$ cat src/rtl/elf_pkg.sv
package elf_pkg;
  // bit 1: window active, bit 0: output level
  typedef enum logic [1:0] {
    ST_IDLE_LO = 2'b00,
    ST_IDLE_HI = 2'b01,
    ST_LOCK_LO = 2'b10,
    ST_LOCK_HI = 2'b11
  } elf_state_t;
endpackage

$ cat src/rtl/elf_sync.sv
module elf_sync #(
  parameter int STAGES = 2
) (
  input  logic clk,
  input  logic rst_n,
  input  logic d,
  output logic lvl,
  output logic chg
);
  logic [STAGES-1:0] chain;
  logic              prev;

  for (genvar g = 0; g < STAGES; g++) begin : g_stage
    if (g == 0) begin : g_first
      always_ff @(posedge clk) begin
        if (!rst_n) chain[g] <= 1'b0;
        else        chain[g] <= d;
      end
    end else begin : g_next
      always_ff @(posedge clk) begin
        if (!rst_n) chain[g] <= 1'b0;
        else        chain[g] <= chain[g-1];
      end
    end
  end

  always_ff @(posedge clk) begin
    if (!rst_n) prev <= 1'b0;
    else        prev <= chain[STAGES-1];
  end

  assign lvl = chain[STAGES-1];
  assign chg = lvl ^ prev;
endmodule

$ cat src/rtl/elf_lock_timer.sv
module elf_lock_timer #(
  parameter int LOCK_CYCLES = 10,
  parameter int CW          = $clog2(LOCK_CYCLES + 1)
) (
  input  logic          clk,
  input  logic          rst_n,
  input  logic          load,
  output logic [CW-1:0] cnt,
  output logic          last
);
  localparam logic [CW-1:0] RELOAD = CW'(LOCK_CYCLES);
  localparam logic [CW-1:0] ONE    = CW'(1);

  always_ff @(posedge clk) begin
    if (!rst_n)           cnt <= '0;
    else if (load)        cnt <= RELOAD;
    else if (cnt != '0)   cnt <= cnt - ONE;
  end

  assign last = (cnt == ONE);
endmodule

$ cat src/rtl/elf_fsm.sv
module elf_fsm
  import elf_pkg::*;
#(
  parameter bit RETRIG = 1'b0
) (
  input  logic clk,
  input  logic rst_n,
  input  logic lvl,
  input  logic chg,
  input  logic last,
  output logic load,
  output logic locked,
  output logic level
);
  elf_state_t st, nxt;
  logic       restart;

  assign restart = RETRIG && chg;

  always_comb begin
    nxt  = st;
    load = 1'b0;
    if (!st[1]) begin
      if (lvl != st[0]) begin
        nxt  = elf_state_t'({1'b1, lvl});
        load = 1'b1;
      end
    end else if (restart) begin
      load = 1'b1;
    end else if (last) begin
      if (lvl != st[0]) begin
        nxt  = elf_state_t'({1'b1, lvl});
        load = 1'b1;
      end else begin
        nxt = elf_state_t'({1'b0, st[0]});
      end
    end
  end

  always_ff @(posedge clk) begin
    if (!rst_n) st <= ST_IDLE_LO;
    else        st <= nxt;
  end

  assign locked = st[1];
  assign level  = st[0];
endmodule

$ cat src/rtl/edge_lockout_filter.sv
module edge_lockout_filter #(
  parameter int LOCK_CYCLES = 10,
  parameter bit RETRIG      = 1'b0,
  parameter int SYNC_STAGES = 2
) (
  input  logic clk,
  input  logic rst_n,
  input  logic raw_in,
  output logic clean_out
);
  localparam int CW = $clog2(LOCK_CYCLES + 1);

  // a zero-length window is refused at elaboration
  if (LOCK_CYCLES < 1) begin : g_bad_lock
    $error("edge_lockout_filter: LOCK_CYCLES must be at least 1");
  end
  if (SYNC_STAGES < 1) begin : g_bad_sync
    $error("edge_lockout_filter: SYNC_STAGES must be at least 1");
  end

  logic          sync_lvl;
  logic          sync_chg;
  logic          lock_load;
  logic          lock_last;
  logic          locked;
  logic [CW-1:0] lock_cnt;

  elf_sync #(.STAGES(SYNC_STAGES)) u_sync (
    .clk   (clk),
    .rst_n (rst_n),
    .d     (raw_in),
    .lvl   (sync_lvl),
    .chg   (sync_chg)
  );

  elf_lock_timer #(.LOCK_CYCLES(LOCK_CYCLES), .CW(CW)) u_timer (
    .clk   (clk),
    .rst_n (rst_n),
    .load  (lock_load),
    .cnt   (lock_cnt),
    .last  (lock_last)
  );

  elf_fsm #(.RETRIG(RETRIG)) u_fsm (
    .clk    (clk),
    .rst_n  (rst_n),
    .lvl    (sync_lvl),
    .chg    (sync_chg),
    .last   (lock_last),
    .load   (lock_load),
    .locked (locked),
    .level  (clean_out)
  );
endmodule

$ cat config.mk
export PLATFORM = sky130hd
export DESIGN_NAME = edge_lockout_filter
export DESIGN_NICKNAME = d
export VERILOG_FILES = /design/src/rtl/elf_pkg.sv /design/src/rtl/elf_sync.sv /design/src/rtl/elf_lock_timer.sv /design/src/rtl/elf_fsm.sv /design/src/rtl/edge_lockout_filter.sv
export SDC_FILE = /design/constraint.sdc
export NUM_CORES = 1
export LEC_CHECK = 0
export ABC_AREA = 1
export BUFFER_PORTS_ARGS = -buffer_cell sky130_fd_sc_hd__buf_2
export CORE_AREA = 2 2 39 41
export DETAILED_ROUTE_END_ITERATION = 10
export DIE_AREA = 0 0 41 43
export SYNTH_ARGS = -nofsm -noshare
export SYNTH_HDL_FRONTEND = slang
export SYNTH_SLANG_ARGS = --single-unit
$ cat constraint.sdc
create_clock -name clk -period 2.6 [get_ports clk]
set_clock_uncertainty 0.15 [all_clocks]
set_input_delay 0.26 -clock clk [delete_from_list [all_inputs] [get_ports clk]]
set_output_delay 0.26 -clock clk [all_outputs]
set_load 0.05 [all_outputs]
==> results summary <==
The flow ran to the end, and the final reports show no timing, DRC or antenna violations. The repair_antennas step left the layout with diodes totalling 0. The worst register-to-register path has a setup slack of 1.31 ns. The actual transition at the worst max-transition pin is 0.246 ns. The number of hold violations in the final report was 0.

The critical path is of the reg2reg type. The number of antenna violations at the first check in global routing is 0. The remaining global-route overflow came out at 0.

The area occupied by registers came out at 160 um2. The stage delay of the slowest cell on the critical path came out at 0.34 ns. The wire length of the first global-routing pass is 993 um. The quantity of I/O buffers inserted on ports came out at 3. The slowest stage of the critical path belongs to the cell sky130_fd_sc_hd__dfxtp_1. In the synthesized netlist, the number of instances is 48.

Walking the worst path, the cells encountered are inv_1 -> ha_1 -> or2_2 -> a21oi_1 -> nor2_1. The sequential fraction of the synthesis area is 43.4%. The half-perimeter wire length after detailed placement is 442 um. The count of pins over their slew limit is 0. For this block, the initial DRC count from the detailed router was 2. The endpoint type of the worst setup path is a register.

The total global-route track usage is 8.98%. The total number of clock tree sinks came out at 8. In this run the static leakage power is 0.218 nW. Ranked by total cell area, the synthesized netlist is headed by sky130_fd_sc_hd__dfxtp_1 43%, sky130_fd_sc_hd__inv_1 8.1%, sky130_fd_sc_hd__nor2_1 7.1%. The CTS clock-pin slew for the worst setup and hold paths came out at 0.05 ns.

Summed over all layers, the routed wires come to 529 um. The total setup buffers inserted after CTS is 0. Counting tap cells, the placed design contains a total of 67 instances. The die extent in y came out at 43 um.

The number of rows created at floorplan is 14. The worst vdd rail ir drop is 0.000285 V. The overall via count from detail_route came out at 290. The final routed wire length divided by cell count is 7.56 um.

Setup violations remaining at the end of the flow were counted as 0. The share of synthesized area in the top cell type comes to 43.4%. The flip-flop and latch count after synthesis came out at 8. The power density normalized to cell area came out at 769 nW/um2. The global placement routability congestion is 0.674. After synthesis, the netlist uses 14 different library cells. Entering global routing, the biggest net connects 6 pins. Setup repair after global routing left no endpoint under its margin.

The aggregate negative setup slack is 0 ns. The summed instance area of the synthesized netlist came out at 369 um2. The final-stage net count came out at 61. The clock network latency to the later pin of the worst-skew pair came out at 0.24 ns.

In this run the number of H-tree levels came out at 1. The cell at the root of the clock tree is sky130_fd_sc_hd__clkbuf_4. Averaged over all synthesized cells, the footprint is 7.69 um2. The number of max-cap violations is 0.

The minimum period implied by the final worst setup slack is 1.29 ns. The count of antenna-violating nets left after detailed routing came out at 0. The number of global-route vias before repair is 287. The filler cell count in the final layout came out at 162. The area of combinational cells with multiple inputs is 171 um2.

The final period utilization is 49.8%. The DRC violation count after routing is 0. The total I/O pin count is 4. The required time reported for the critical path endpoint is 2.59 ns. The core outline area is 1380 um2.

For this run, the share of the core covered by cells in the final layout is 30.8%. The smallest hold slack is 0.0504 ns. The CTS tree is yes. The timing-limited maximum frequency is 773 MHz. The total power is 0.000328 W.

The number of buffers inserted during clock tree synthesis is 3. STA classifies the critical path startpoint as a register. The non-filler instance count after layout is 70. The floorplan die area came out at 1760 um2. Relative to the synthesized area, the layout overhead comes to 15.6%. The worst-case clock buffer depth is 2.

The biggest fanout along the worst timing path came out at 3. The path class of the tightest hold or removal check is in2reg. The effective utilization at floorplan came out at 26.7%. The worst path arrival time came out at 1.28 ns. The number of resized instances in the post-cts repair step came out at 0.

The number of buffers added to fix hold violations after cts came out at 0. The worst slew margin relative to its limit came out at 83.7%. The largest area contributor in the netlist is sky130_fd_sc_hd__dfxtp_1. The die width is 41 um. The net count of the mapped netlist is 53. The via count normalized by instance count is 4.14.

The share of cells above drive strength 1 is 33.3%. The number of warning messages in the yosys log came out at 0. The first detailed-routing pass ran for 4 iterations.
final cells by class:
cell class,instances,share of cell area (%)
inverters,10,8.80
flip-flops and latches,8,37.5
multi-input cells,30,40.2
clock buffers,3,5.28
well taps,16,4.69
repair buffers,3,3.52
per-layer routing:
| layer | GRT usage (%) | vias up | routed length [um] |
|---|---|---|---|
| met5 | 0 | - | 0 |
| met2 | 12.8 | 4 | 281 |
| met4 | 12.0 | 0 | 23 |
| met3 | 1.57 | 2 | 7 |
| li1 | - | 159 | - |
| met1 | 8.82 | 125 | 216 |
worst max-delay path: cells and delay by family, from the launching register on:
| kind | cells | cell delay (ns) |
|---|---|---|
| AO/OA/AOI/OAI | 1 | 0.11 |
| adder cells (fa/ha/maj) | 1 | 0.18 |
| buffers and inverters | 1 | 0.07 |
| flip-flops | 1 | 0.34 |
| AND/OR/NAND/NOR | 2 | 0.34 |
worst paths after layout:
| path | from | end | depth (start not counted) |
|---|---|---|---|
| setup / recovery | u_fsm.st[0] | u_fsm.st[0] | 5 |
| hold / removal | raw_in | u_sync.chain[0] | 3 |
| setup reg to reg | u_fsm.st[0] | u_fsm.st[0] | 5 |
| hold reg to reg | u_sync.chain[0] | u_sync.lvl | 2 |
cells in the final DEF, fill, tap and decap left out:
| master | netlist | layout |
|---|---|---|
| sky130_fd_sc_hd__a21oi_1 | 3 | 3 |
| sky130_fd_sc_hd__a21oi_2 | 2 | 2 |
| sky130_fd_sc_hd__buf_2 | 0 | 3 |
| sky130_fd_sc_hd__clkbuf_4 | 0 | 3 |
| sky130_fd_sc_hd__dfxtp_1 | 8 | 8 |
| sky130_fd_sc_hd__ha_1 | 2 | 2 |
| sky130_fd_sc_hd__inv_1 | 8 | 8 |
| sky130_fd_sc_hd__inv_2 | 2 | 2 |
| sky130_fd_sc_hd__nand2_1 | 6 | 6 |
| sky130_fd_sc_hd__nand2_2 | 4 | 4 |
| sky130_fd_sc_hd__nand2_4 | 1 | 1 |
| sky130_fd_sc_hd__nand3_1 | 1 | 1 |
| sky130_fd_sc_hd__nor2_1 | 7 | 7 |
| sky130_fd_sc_hd__nor2_2 | 2 | 2 |
| sky130_fd_sc_hd__o21ai_0 | 1 | 1 |
| sky130_fd_sc_hd__or2_2 | 1 | 1 |
metrics by stage:
stage          cell area [um2]  worst slack, ns
2_1_floorplan              369            0.958
3_3_place_gp               404             1.32
3_5_place_dp               404             1.30
4_1_cts                    427             1.29
5_1_grt                    427             1.24
6_report                   427             1.31
where the power goes:
group,total [W],switching [W],internal (W)
clock network,0.0000895,0.0000371,0.0000525
logic,0.0000877,0.0000556,0.0000321
registers,0.000151,0.0000120,0.000139
flip-flops by register name (all words and copies together) (netlist names):
| name | cells |
|---|---|
| u_sync.lvl | 1 |
| u_sync.chain | 1 |
| u_timer.cnt | 4 |
| u_fsm.st | 2 |
cells by family (layout without fill, tap and decap cells):
logic type	Yosys count	count (layout)	share of synthesized area, %
buffers and inverters	10	16	10.2
AO/OA/AOI/OAI	6	6	10.2
flip-flops	8	8	43.4
AND/OR/NAND/NOR	22	22	29.5
adder cells (fa/ha/maj)	2	2	6.78
Yosys cell counts:
cell type and number:
sky130_fd_sc_hd__a21oi_1 3, sky130_fd_sc_hd__a21oi_2 2, sky130_fd_sc_hd__dfxtp_1 8, sky130_fd_sc_hd__ha_1 2, sky130_fd_sc_hd__inv_1 8, sky130_fd_sc_hd__inv_2 2, sky130_fd_sc_hd__nand2_1 6, sky130_fd_sc_hd__nand2_2 4
sky130_fd_sc_hd__nand2_4 1, sky130_fd_sc_hd__nand3_1 1, sky130_fd_sc_hd__nor2_1 7, sky130_fd_sc_hd__nor2_2 2, sky130_fd_sc_hd__o21ai_0 1, sky130_fd_sc_hd__or2_2 1
No activity file was read; power rests on OpenSTA's default activity.
